File: src/rtl/dram_seq_pkg.sv
package dram_seq_pkg;

    typedef enum logic [2:0] {
        ST_IDLE,
        ST_ACT,
        ST_WAIT,
        ST_COL,
        ST_PRE,
        ST_REF,
        ST_DONE
    } seq_state_e;

endpackage

File: src/rtl/dram_seq_ref_timer.sv
module dram_seq_ref_timer #(
    parameter int REF_INT = 1900
) (
    input  logic clk,
    input  logic rst_n,
    input  logic clear_i,
    output logic due_o
);
    localparam int TW = $clog2(REF_INT + 1);

    logic [TW-1:0] cnt_d, cnt_q;

    // due when the cycle after this one is REF_INT or more past the reference
    assign due_o = (cnt_q >= TW'(REF_INT - 1));

    always_comb begin
        cnt_d = cnt_q;
        if (clear_i)
            cnt_d = '0;
        else if (!due_o)
            cnt_d = cnt_q + TW'(1);
    end

    always_ff @(posedge clk or negedge rst_n) begin
        if (!rst_n) cnt_q <= '0;
        else        cnt_q <= cnt_d;
    end
endmodule

File: src/rtl/dram_seq_addr.sv
module dram_seq_addr #(
    parameter int N_COLS = 64,
    parameter int ROW_W  = 16
) (
    input  logic                      clk,
    input  logic                      rst_n,
    input  logic                      start_i,
    input  logic                      col_step_i,
    input  logic                      row_step_i,
    output logic [$clog2(N_COLS)-1:0] col_o,
    output logic [ROW_W-1:0]          row_o,
    output logic                      col_last_o
);
    localparam int COL_W = $clog2(N_COLS);

    logic [COL_W-1:0] col_d, col_q;
    logic [ROW_W-1:0] row_d, row_q;

    assign col_last_o = (col_q == COL_W'(N_COLS - 1));
    assign col_o      = col_q;
    assign row_o      = row_q;

    always_comb begin
        col_d = col_q;
        row_d = row_q;
        if (start_i) begin
            col_d = '0;
            row_d = '0;
        end else begin
            if (col_step_i) col_d = col_last_o ? '0 : col_q + COL_W'(1);
            if (row_step_i) row_d = row_q + ROW_W'(1);
        end
    end

    always_ff @(posedge clk or negedge rst_n) begin
        if (!rst_n) begin
            col_q <= '0;
            row_q <= '0;
        end else begin
            col_q <= col_d;
            row_q <= row_d;
        end
    end
endmodule

File: src/rtl/dram_row_seq.sv
module dram_row_seq
    import dram_seq_pkg::*;
#(
    parameter int N_COLS  = 64,
    parameter int ROW_W   = 16,
    parameter int T_RCD   = 4,
    parameter int T_CCD   = 2,
    parameter int T_RTP   = 3,
    parameter int T_RP    = 4,
    parameter int T_WL    = 3,
    parameter int T_DQ    = 2,
    parameter int T_WR    = 4,
    parameter int REF_INT = 1900,
    parameter int T_RFC   = 20
) (
    input  logic                      clk,
    input  logic                      rst_n,
    input  logic                      req_i,
    input  logic                      write_i,
    input  logic [ROW_W-1:0]          rows_i,
    output logic                      act_o,
    output logic                      rd_o,
    output logic                      wr_o,
    output logic                      pre_o,
    output logic [$clog2(N_COLS)-1:0] col_o,
    output logic [ROW_W-1:0]          row_o,
    output logic                      done_o
);
    function automatic int max2(input int a, input int b);
        return (a > b) ? a : b;
    endfunction

    localparam int RD_TAIL = T_RTP;
    localparam int WR_TAIL = T_WL + T_DQ + T_WR;
    localparam int DLY_MAX = max2(max2(max2(T_RCD, T_CCD), max2(RD_TAIL, WR_TAIL)),
                                  max2(T_RP, T_RFC));
    localparam int CNT_W   = $clog2(DLY_MAX + 1);

    typedef struct packed {
        seq_state_e       state;
        seq_state_e       tgt;
        logic [CNT_W-1:0] cnt;
        logic [ROW_W-1:0] left;
        logic             wr;
    } fsm_t;

    fsm_t q, d;

    logic ref_due, col_last, start, col_step, row_step, ref_enter;

    // Move toward a one-cycle event dly cycles away; a row open that
    // is due for refresh is deferred behind the refresh stall.
    function automatic fsm_t goto(input fsm_t base, input seq_state_e tgt,
                                  input int dly, input logic due);
        fsm_t r;
        r = base;
        if (dly > 1) begin
            r.state = ST_WAIT;
            r.tgt   = tgt;
            r.cnt   = CNT_W'(dly - 1);
        end else if (tgt == ST_ACT && due) begin
            r.state = ST_REF;
            r.cnt   = CNT_W'(T_RFC);
        end else begin
            r.state = tgt;
        end
        return r;
    endfunction

    always_comb begin
        d        = q;
        start    = 1'b0;
        col_step = 1'b0;
        row_step = 1'b0;
        case (q.state)
            ST_IDLE: begin
                if (req_i && rows_i != '0) begin
                    d.state = ST_ACT;
                    d.left  = rows_i;
                    d.wr    = write_i;
                    start   = 1'b1;
                end
            end
            ST_ACT:  d = goto(q, ST_COL, T_RCD, ref_due);
            ST_WAIT: begin
                if (q.cnt == CNT_W'(1)) d = goto(q, q.tgt, 1, ref_due);
                else                    d.cnt = q.cnt - CNT_W'(1);
            end
            ST_COL: begin
                col_step = 1'b1;
                if (col_last) d = goto(q, ST_PRE, q.wr ? WR_TAIL : RD_TAIL, ref_due);
                else          d = goto(q, ST_COL, T_CCD, ref_due);
            end
            ST_PRE: begin
                row_step = 1'b1;
                d.left   = q.left - ROW_W'(1);
                d = goto(d, (q.left == ROW_W'(1)) ? ST_DONE : ST_ACT, T_RP, ref_due);
            end
            ST_REF: begin
                if (q.cnt == CNT_W'(1)) d.state = ST_ACT;
                else                    d.cnt = q.cnt - CNT_W'(1);
            end
            ST_DONE: d.state = ST_IDLE;
            default: d.state = ST_IDLE;
        endcase
        ref_enter = (d.state == ST_REF) && (q.state != ST_REF);
    end

    always_ff @(posedge clk or negedge rst_n) begin
        if (!rst_n) begin
            q.state <= ST_IDLE;
            q.tgt   <= ST_IDLE;
            q.cnt   <= '0;
            q.left  <= '0;
            q.wr    <= 1'b0;
        end else begin
            q <= d;
        end
    end

    dram_seq_ref_timer #(.REF_INT(REF_INT)) i_ref_timer (
        .clk     (clk),
        .rst_n   (rst_n),
        .clear_i (start | ref_enter),
        .due_o   (ref_due)
    );

    dram_seq_addr #(.N_COLS(N_COLS), .ROW_W(ROW_W)) i_addr (
        .clk        (clk),
        .rst_n      (rst_n),
        .start_i    (start),
        .col_step_i (col_step),
        .row_step_i (row_step),
        .col_o      (col_o),
        .row_o      (row_o),
        .col_last_o (col_last)
    );

    assign act_o  = (q.state == ST_ACT);
    assign rd_o   = (q.state == ST_COL) && !q.wr;
    assign wr_o   = (q.state == ST_COL) &&  q.wr;
    assign pre_o  = (q.state == ST_PRE);
    assign done_o = (q.state == ST_DONE);
endmodule

File: config.mk
export PLATFORM = sky130hd
export DESIGN_NAME = dram_row_seq
export DESIGN_NICKNAME = d
export VERILOG_FILES = /design/src/rtl/dram_seq_pkg.sv /design/src/rtl/dram_seq_ref_timer.sv /design/src/rtl/dram_seq_addr.sv /design/src/rtl/dram_row_seq.sv
export SDC_FILE = /design/constraint.sdc
export NUM_CORES = 1
export LEC_CHECK = 0
export BUFFER_PORTS_ARGS = -buffer_cell sky130_fd_sc_hd__buf_2
export CORE_UTILIZATION = 45
export CTS_CLUSTER_DIAMETER = 30
export CTS_CLUSTER_SIZE = 30
export DETAILED_ROUTE_END_ITERATION = 6
export GPL_TIMING_DRIVEN = 0
export PLACE_DENSITY = 0.6
export SLEW_MARGIN = 40
export SYNTH_ARGS = -nofsm -noshare
export SYNTH_HDL_FRONTEND = slang
export SYNTH_HIERARCHICAL = 1
export SYNTH_SLANG_ARGS = --single-unit
File: constraint.sdc
create_clock -name clk -period 7.31 [get_ports clk]
set_input_delay 1.462 -clock clk [delete_from_list [all_inputs] [get_ports clk]]
set_output_delay 1.462 -clock clk [all_outputs]
set_load 0.01 [all_outputs]
==> results of run 1 <==
metal layers:
metal	routed length, microns	vias to the layer above	GRT usage [%]	share of wire [%]
met1	4340	1675	31.7	46
met5	0	-	0	0
met4	128	0	5.77	1.4
met2	4460	88	37.4	48
li1	-	1686	-	-
met3	465	8	5.61	5.0
per-stage QoR:
stage               hold WS (ns)  cell area (sq um)  utilization [%]  cells  power (mW)
floorplan                  0.478               3750                -    415       0.349
global placement           0.496               4110             52.1    563       0.364
detailed placement         0.516               4150             52.7    564       0.366
CTS                        0.526               4350             55.2    579       0.673
global route               0.562               4350             55.2    579       0.688
finish                     0.529               4350             55.2    579       0.663
state kept, by name (all words and copies together), names as in the netlist:
| register | count |
|---|---|
| i_addr/col_o | 6 |
| i_addr/row_o | 16 |
| i_ref_timer/cnt_q | 11 |
| q | 28 |
layout make-up:
| cell class | instances | share of cell area (%) |
|---|---|---|
| Buffer | 19 | 2.16 |
| Clock buffer | 10 | 3.16 |
| Clock inverter | 5 | 1.41 |
| Inverter | 21 | 1.81 |
| Multi-Input combinational cell | 314 | 47.7 |
| Sequential cell | 61 | 35.1 |
| Tap cell | 102 | 2.93 |
| Timing Repair Buffer | 47 | 5.81 |
path summary, 6_finish.rpt:
| kind | start | endpoint | slack [ns] |
|---|---|---|---|
| worst min-delay path | i_ref_timer/cnt_q[9] | i_ref_timer/cnt_q[9] | 0.53 |
| max in group asynchronous | rst_n | q[7] | 5.79 |
| worst max-delay path | q[27] | done_o | 3.64 |
| min in group asynchronous | rst_n | q[14] | 1.01 |
| worst max register to register | q[25] | i_addr/row_o[15] | 3.96 |
| worst min register to register | i_ref_timer/cnt_q[9] | i_ref_timer/cnt_q[9] | 0.53 |
kinds of logic after synthesis:
| group | count (synthesis) |
|---|---|
| fa+ha+maj | 7 |
| compound gates | 96 |
| flops | 61 |
| buf+inv | 40 |
| xor+xnor | 20 |
| mux | 10 |
| simple gates | 181 |
report_power, final:
part	internal (mW)	switching, mW
logic	0.00804	0.0139
clock network	0.165	0.139
registers	0.337	0.000000000113
total	0.511	0.153
worst max-delay path, delay by kind of cell (launching register included):
kind / cells / cell delay (ns)
buf+inv: 5 / 1.36
flops: 1 / 0.35
simple gates: 1 / 0.16
cells in the final DEF (no fill, tap or decap), types with 4 or more instances in the layout:
cell       n
and3_1    11
a32oi_1    5
nand2_1   23
clkbuf_1  15
nand4_1   14
clkbuf_8  10
xnor2_1    6
nor2_1    40
mux2i_1    6
nand2b_1   7
nor2b_1    4
a31oi_1    7
ha_1       7
or4_1      5
o31ai_1    7
o21ai_0   12
nor4_1    10
nand3_1   21
nor3_1    16
o211ai_1   4
inv_1     19
buf_2     45
dfrtp_1   61
and2_1     5
or3_1      8
xor2_1    14
a21oi_1   20
o31a_1     6
==> metrics.md, run 1 <==
| Metric | Value |
|---|---|
| Largest family of logic cells by synthesized area | `simple AND/OR/NAND/NOR gates` |
| Reg clk slew, reported paths | `0.07 ns` |
| CTS H-tree depth | `3` |
| Die Y | `93.3 microns` |
| Synth cell types | `68` |
| Storage cell area | `1530 sq um` |
| Routability cong. | `0.838` |
| Grt ovf | `0` |
| Post-CTS setup buffers | `0` |
| Slew Viols, Final | `0` |
| Largest net degree at the start of global routing | `43` |
| Multi-input gate area | `2070 sq um` |
| Pwr Density | `152 nW/um^2` |
| RSZ-0062 raised after global routing | `false` |
| N_diodes | `0` |
| Synth Area in Compound Gates | `18.9%` |
| EDFF count, synth | `0` |
| Clock buffer depth | `2` |
| Mapped Nets | `442` |
| Critical Path RT | `5.85 ns` |
| CTS tree | `yes` |
| Buffers on Ports | `46` |
| Post-layout min period | `3.67 ns` |
| Crit-path max FO | `10` |
| Fin nets | `500` |
| Achievable clock frequency | `0.273 GHz` |
| Commonest cells in the netlist | `dfrtp_1 (61), nor2_1 (40), nand2_1 (23), nand3_1 (21), a21oi_1 (20)` |
| Count leader, synth | `dfrtp_1` |
| Synth area leaders | `dfrtp_1 (41%), nor2_1 (4.0%), xor2_1 (3.3%)` |
| Max-slew headroom | `49.7%` |
| Hold depth | `1` |
| Worst-Margin Slew | `0.752 ns` |
| Die width | `93.3 microns` |
| Router iterations before antenna repair | `5` |
| DRC viols | `0` |
| Vias per cell | `5.97` |
| Crit-path cells | `clkbuf_1, buf_1, inv_1, clkbuf_1, nor2_1, buf_2` |
| Simple-Gate Fraction of Synth Area | `26.0%` |
| R2R depth | `9` |
| Worst Setup Start Kind | `register` |
| Top FF cell, synth | `dfrtp_1` |
| Hold_buf cts | `0` |
| Initial antenna violation count | `0` |
| Clk Latency, worst-skew pair | `0.34 ns` |
| Adder-cell share of the synthesized area | `2.33%` |
| Asr flop ratio synth | `100%` |
| Post-Syn Instances | `415` |
| Max_cap viols | `0` |
| Sequential share of the synthesized area | `40.7%` |
| Leak pwr | `1.88 nW` |
| CTS Buf Count | `9` |
| # resized after CTS | `0` |
| HPWL Detailed | `6820 microns` |
| Number of warnings issued by yosys | `6` |
| HP Class | `reg -> reg` |
| Final wirelength | `9390 microns` |
| Clk root buf | `clkbuf_8` |
| Outcome | `finished, final reports clean` |
| Fin worst setup slack | `3.64 ns` |
| Post-synth top area share | `40.7%` |
| Area of the mapped netlist | `3750 sq um` |
| Most used cell, CP | `clkbuf_1` |
| Syn_area_per_cell | `9.05 sq um` |
| Max incr delay on CP | `0.45 ns` |
| Tcrit/Tclk final | `50.2%` |
| Arrival @ worst endpoint | `2.21 ns` |
| WL/cell | `16.2 microns` |
| DR iter-0 viols | `178` |
| Setup tns final | `0 ns` |
| Num ports | `47` |
| Die ar. | `8710 sq um` |
| Share of layout cells above drive strength 1 | `17.2%` |
| Synth area leader | `dfrtp_1` |
| Via count of the first global-routing pass | `3200` |
| Initial core utilization | `47.6%` |
| Pre-CTS WS | `3.39 ns` |
| Seq cells post-synth | `61` |
| Final setup viols | `0` |
| Crit. End Element | `output pin` |
| Post-Synth XOR/XNOR Area | `4.67%` |
| Vias | `3457` |
| First-pass GRT wire length | `15800 microns` |
| Maximum vdd drop | `0.105 mV` |
| CTS sink cnt | `61` |
| Antenna-violating nets left | `0` |
| Row count | `32` |
| Worst Skew | `0.0125 ns` |
| Multiplexer share of the synthesized area | `2.90%` |
| Cell at the slowest stage of the critical path | `buf_1` |
| Total GRT Usage | `23.3%` |
| Layout area overhead | `15.9%` |
| Fill cell count | `754` |
| Final hold vios | `0` |
| CORE AREA | `7890 sq um` |
| Critical path type | `reg -> out` |
Note: power is estimated with default switching activity, not from simulation.
==> run 2: changes to the inputs <==
==> constraint.sdc (replaced) <==
create_clock -name clk -period 3.45 [get_ports clk]
set_input_delay 0.69 -clock clk [delete_from_list [all_inputs] [get_ports clk]]
set_output_delay 0.69 -clock clk [all_outputs]
set_load 0.01 [all_outputs]
==> metrics.md, run 2 (same netlist as run 1, synthesis figures left out) <==
| Metric | Value |
|---|---|
| Outcome | `finished, final reports clean` |
| Initial antenna violation count | `0` |
| Initial core utilization | `47.6%` |
| CTS H-tree depth | `3` |
| Crit-path max FO | `13` |
| CTS tree | `yes` |
| Final wirelength | `9400 microns` |
| First-pass GRT wire length | `15800 microns` |
| CTS Buf Count | `9` |
| Max-slew headroom | `49.0%` |
| Router iterations before antenna repair | `5` |
| Via count of the first global-routing pass | `3200` |
| Vias per cell | `5.98` |
| Achievable clock frequency | `0.321 GHz` |
| Die width | `93.3 microns` |
| Critical path type | `reg -> reg` |
| Pwr Density | `323 nW/um^2` |
| Clk root buf | `clkbuf_8` |
| Crit-path cells | `clkbuf_1, or2_2, nor2_2, nand2_1, inv_2, o2111ai_2, or3_4, or4_1, a21oi_1` |
| Final setup viols | `0` |
| Largest Register | `q` |
| N_diodes | `0` |
| Fill cell count | `756` |
| Hold_buf cts | `0` |
| Largest net degree at the start of global routing | `43` |
| Number of flip-flops in the largest register | `28` |
| Routability cong. | `0.838` |
| RSZ-0062 raised after global routing | `false` |
| Slew Viols, Final | `0` |
| Clock buffer depth | `2` |
| Total GRT Usage | `23.3%` |
| Final hold vios | `0` |
| Cell at the slowest stage of the critical path | `or3_4` |
| Leak pwr | `1.88 nW` |
| Row count | `32` |
| Final Util | `55.2%` |
| Arrival @ worst endpoint | `3.38 ns` |
| Fin nets | `500` |
| CP startpoint | `q[25]` |
| DRC viols | `0` |
| Layout area overhead | `16.0%` |
| Num ports | `47` |
| Most frequent cells in the layout | `dfrtp_1 (61), buf_2 (45), nor2_1 (39)` |
| Post-CTS setup buffers | `0` |
| Worst Setup Start Kind | `register` |
| Grt ovf | `0` |
| Max incr delay on CP | `0.42 ns` |
| Max_cap viols | `0` |
| CTS sink cnt | `61` |
| Setup tns final | `0 ns` |
| Buffers on Ports | `46` |
| # resized after CTS | `0` |
| Die ar. | `8710 sq um` |
| Vias | `3461` |
| Commonest non-fill, non-tap cell in the layout | `dfrtp_1` |
| Share of layout cells above drive strength 1 | `17.4%` |
| Worst-Margin Slew | `0.762 ns` |
| Tcrit/Tclk final | `90.4%` |
| HPWL Detailed | `6820 microns` |
| Worst Skew | `0.0125 ns` |
| Crit. End Element | `register` |
| Reg2Reg Launch Point | `q[25]` |
| CORE AREA | `7890 sq um` |
| Antenna-violating nets left | `0` |
| DR iter-0 viols | `184` |
| Critical Path RT | `3.71 ns` |
| WL/cell | `16.2 microns` |
| Clk Latency, worst-skew pair | `0.34 ns` |
| Post-layout min period | `3.12 ns` |
| Maximum vdd drop | `0.222 mV` |
| Die Y | `93.3 microns` |
| Reg clk slew, reported paths | `0.07 ns` |
| HP Class | `in -> async` |
-- run 2: routing by layer --
layer	global-route usage (%)	vias to the layer above	routed length, microns
li1	-	1687	-
met1	31.7	1673	4340
met2	37.4	93	4450
met3	5.61	8	478
met4	5.77	0	128
met5	0	-	0
-- run 2: path summary, 6_finish.rpt --
path                                        endpoint  slack, ns  cells after the start
worst max-delay path                i_addr/row_o[15]       0.33                      9
worst min-delay path                           q[14]       0.24                      1
worst min register to register  i_ref_timer/cnt_q[9]       0.53                      1
min in group clk                i_ref_timer/cnt_q[9]       0.53                      1
max in group asynchronous                       q[7]       2.70                      2
worst max register to register      i_addr/row_o[15]       0.33                      9
-- run 2: area by class of cell --
type,count,area (sq um),area share (%)
flip-flops and latches,61,1530,35.0
clock buffers,10,138,3.16
repair buffers,47,253,5.80
well taps,102,128,2.93
multi-input cells,314,2080,47.7
plain buffers,19,93.8,2.15
clock inverters,5,61.3,1.41
inverters,21,78.8,1.81
-- run 2: where the power goes --
| group | internal (mW) | switching [mW] |
|---|---|---|
| logic | 0.0170 | 0.0295 |
| registers | 0.715 | 0.000000000241 |
| clock network | 0.350 | 0.293 |
-- run 2: critical path: cells and delay by family, from the launching register on --
kind / cells / cell delay, ns
flops: 1 / 0.37
compound gates: 2 / 0.41
buf+inv: 2 / 0.49
simple gates: 5 / 1.75
-- run 2: through the flow --
stage	hold WS (ns)	power (mW)	cells	cell area, sq um	worst slack (ns)
6_report	0.241	1.40	579	4360	0.333
5_1_grt	0.232	1.46	579	4360	0.0929
4_1_cts	0.234	1.43	579	4350	0.130
3_5_place_dp	0.516	0.776	564	4150	0.120
3_3_place_gp	0.496	0.772	563	4110	0.131
2_1_floorplan	0.394	0.740	415	3750	0.730
==> run 3: changes to the inputs <==
--- a/config.mk
+++ b/config.mk
@@ -11,9 +11,8 @@
 export CTS_CLUSTER_SIZE = 30
 export DETAILED_ROUTE_END_ITERATION = 6
 export GPL_TIMING_DRIVEN = 0
-export PLACE_DENSITY = 0.6
+export PLACE_DENSITY = 0.61
 export SLEW_MARGIN = 40
 export SYNTH_ARGS = -nofsm -noshare
 export SYNTH_HDL_FRONTEND = slang
-export SYNTH_HIERARCHICAL = 1
 export SYNTH_SLANG_ARGS = --single-unit
==> metrics.md, run 3 <==
| Metric | Value |
|---|---|
| Outcome | `finished, final reports clean` |
| Via count of the first global-routing pass | `3092` |
| Post-Syn Instances | `413` |
| Largest net degree at the start of global routing | `39` |
| Setup tns final | `0 ns` |
| Synth cell types | `64` |
| Commonest non-fill, non-tap cell in the layout | `dfrtp_1` |
| CTS Buf Count | `9` |
| DR iter-0 viols | `144` |
| Most used cell, CP | `buf_2` |
| # resized after CTS | `0` |
| Worst Skew | `0.00956 ns` |
| Fill cell count | `768` |
| Total GRT Usage | `22.5%` |
| EDFF count, synth | `0` |
| Max incr delay on CP | `0.38 ns` |
| Final hold vios | `0` |
| Max_cap viols | `0` |
| CTS H-tree depth | `3` |
| Post-CTS setup buffers | `0` |
| Number of warnings issued by yosys | `0` |
| Fin nets | `498` |
| Post-synth top area share | `42.8%` |
| Number of flip-flops in the largest register | `28` |
| GRT busiest layer | `met2` |
| Post-layout min period | `2.76 ns` |
| Asr flop ratio synth | `100%` |
| Most frequent cells in the layout | `dfrtp_1 (61), buf_2 (47), nor2_1 (42)` |
| Synth area leader | `dfrtp_1` |
| Layout area overhead | `16.2%` |
| Final setup viols | `0` |
| Family with the most delay on the worst path | `buffers and inverters` |
| Router iterations before antenna repair | `5` |
| DRC viols | `0` |
| M3 GR Usage | `2.93%` |
| CORE AREA | `7690 sq um` |
| Storage cell area | `1530 sq um` |
| Leak pwr | `1.77 nW` |
| Pwr Density | `331 nW/um^2` |
| Smallest hold slack | `0.255 ns` |
| Hold_buf cts | `0` |
| Die width | `91.0 microns` |
| Initial core utilization | `46.4%` |
| Seq cells post-synth | `61` |
| Share of layout cells above drive strength 1 | `16.8%` |
| Die ar. | `8280 sq um` |
| RSZ-0062 raised after global routing | `false` |
| Top FF cell, synth | `dfrtp_1` |
| Critical Path RT | `2.76 ns` |
| Row count | `32` |
| Reg2Reg Launch Point | `q[18]` |
| Achievable clock frequency | `0.362 GHz` |
| First-pass GRT wire length | `14800 microns` |
| Arrival @ worst endpoint | `2.07 ns` |
| Worst Setup Start Kind | `register` |
| HPWL Detailed | `6410 microns` |
| Crit. End Element | `output pin` |
| Commonest cells in the netlist | `dfrtp_1 (61), nor2_1 (42), nand2_1 (41), a21oi_1 (39), nand3_1 (20)` |
| Clock buffer depth | `2` |
| Tcrit/Tclk final | `80.1%` |
| Antenna-violating nets left | `0` |
| Worst R2R End | `i_ref_timer.cnt_q[5]` |
| Multi-input gate area | `1890 sq um` |
| Grt ovf | `0` |
| Final Util | `53.9%` |
| Synth area leaders | `dfrtp_1 (43%), a21oi_1 (5.5%), nor2_1 (4.4%)` |
| CTS sink cnt | `61` |
| Clk root buf | `clkbuf_8` |
| Critical path type | `reg -> out` |
| N_diodes | `0` |
| Cell at the slowest stage of the critical path | `dfrtp_1` |
| Num ports | `47` |
| Worst-Margin Slew | `0.689 ns` |
| Final wirelength | `8880 microns` |
| Initial antenna violation count | `0` |
| CTS tree | `yes` |
| Global Route met2 Usage | `37.0%` |
| Slew Viols, Final | `0` |
| WL/cell | `15.4 microns` |
| Sequential share of the synthesized area | `42.8%` |
| Die Y | `91.0 microns` |
| Count leader, synth | `dfrtp_1` |
| Max-slew headroom | `53.7%` |
| Crit-path cells | `buf_6, nand2b_4, or2_1, buf_2, inv_2, clkbuf_1, buf_2` |
| Clk Latency, worst-skew pair | `0.34 ns` |
| Buffers on Ports | `46` |
| M1 GR Usage | `30.0%` |
| Crit-path max FO | `10` |
| Mapped Nets | `440` |
| Critical Path Stages | `7` |
| Vias per cell | `5.71` |
| Reg clk slew, reported paths | `0.07 ns` |
| CP bufs+invs | `5` |
| Vias | `3301` |
| Syn_area_per_cell | `8.63 sq um` |
| HP Class | `in -> async` |
| R2R depth | `8` |
| Largest Register | `q` |
| Maximum vdd drop | `0.165 mV` |
| R2r setup slk | `1.12 ns` |
| Area of the mapped netlist | `3570 sq um` |
| Routability cong. | `0.849` |
[run 3: changes by cell type after synthesis, sizes merged, moves of 7 or more]
cell	change
xor2	-11
o21ai	+15
nand4	-7
inv	-7
a21oi	+19
nand2	+18
[run 3: final cells by class]
cell class                      instances  area share [%]
Buffer                                 21            2.33
Clock buffer                           13            4.32
Clock inverter                          3           0.423
Inverter                               14            1.27
Multi-Input combinational cell        317            45.6
Sequential cell                        61            36.8
Tap cell                              102            3.08
Timing Repair Buffer                   47            6.10
[run 3: how the worst max path moves through the flow]
stage	from	endpoint	slack, ns
3_5_place_dp	rows_i[0]	i_ref_timer.cnt_q[5]	0.55
2_1_floorplan	rows_i[8]	i_ref_timer.cnt_q[5]	1.34
6_report	q[26]	pre_o	0.69
4_1_cts	q[26]	pre_o	0.69
3_3_place_gp	rows_i[0]	i_ref_timer.cnt_q[5]	0.57
5_1_grt	q[26]	pre_o	0.59
[run 3: kinds of logic after synthesis]
| logic type | synth area share [%] |
|---|---|
| flip-flops | 42.8 |
| adder cells (fa/ha/maj) | 2.46 |
| AND/OR/NAND/NOR | 26.5 |
| multiplexers | 1.16 |
| AO/OA/AOI/OAI | 20.2 |
| buffers and inverters | 4.18 |
| XOR/XNOR | 2.70 |
[run 3: worst register-to-register path: stages (launching register included)]
cell	delay (ns)
dfrtp_1	0.38
inv_1	0.10
ha_1	0.17
nor4b_1	0.32
clkbuf_1	0.39
nor2_1	0.13
a211oi_1	0.20
o21ai_1	0.26
a311oi_1	0.28
[run 3: where the power goes]
group / switching [mW] / internal (mW)
clock: 0.287 / 0.337
sequential: 0 / 0.715
combinational: 0.0210 / 0.0110
[run 3: metrics by stage]
stage | setup slack, ns | std cells | cell area, sq um | total power [mW]
after CTS | 0.695 | 578 | 4140 | 1.39
final | 0.688 | 578 | 4140 | 1.37
after floorplan | 1.34 | 413 | 3570 | 0.730
after detailed placement | 0.554 | 562 | 3950 | 0.762
after global routing | 0.588 | 578 | 4140 | 1.41
after global placement | 0.570 | 561 | 3920 | 0.759
[run 3: per-layer routing]
metal,vias up,wire length (microns),part of all wire (%)
met4,0,116,1.3
met3,9,384,4.3
li1,1642,-,-
met1,1570,4280,48
met5,-,0,0
met2,80,4100,46
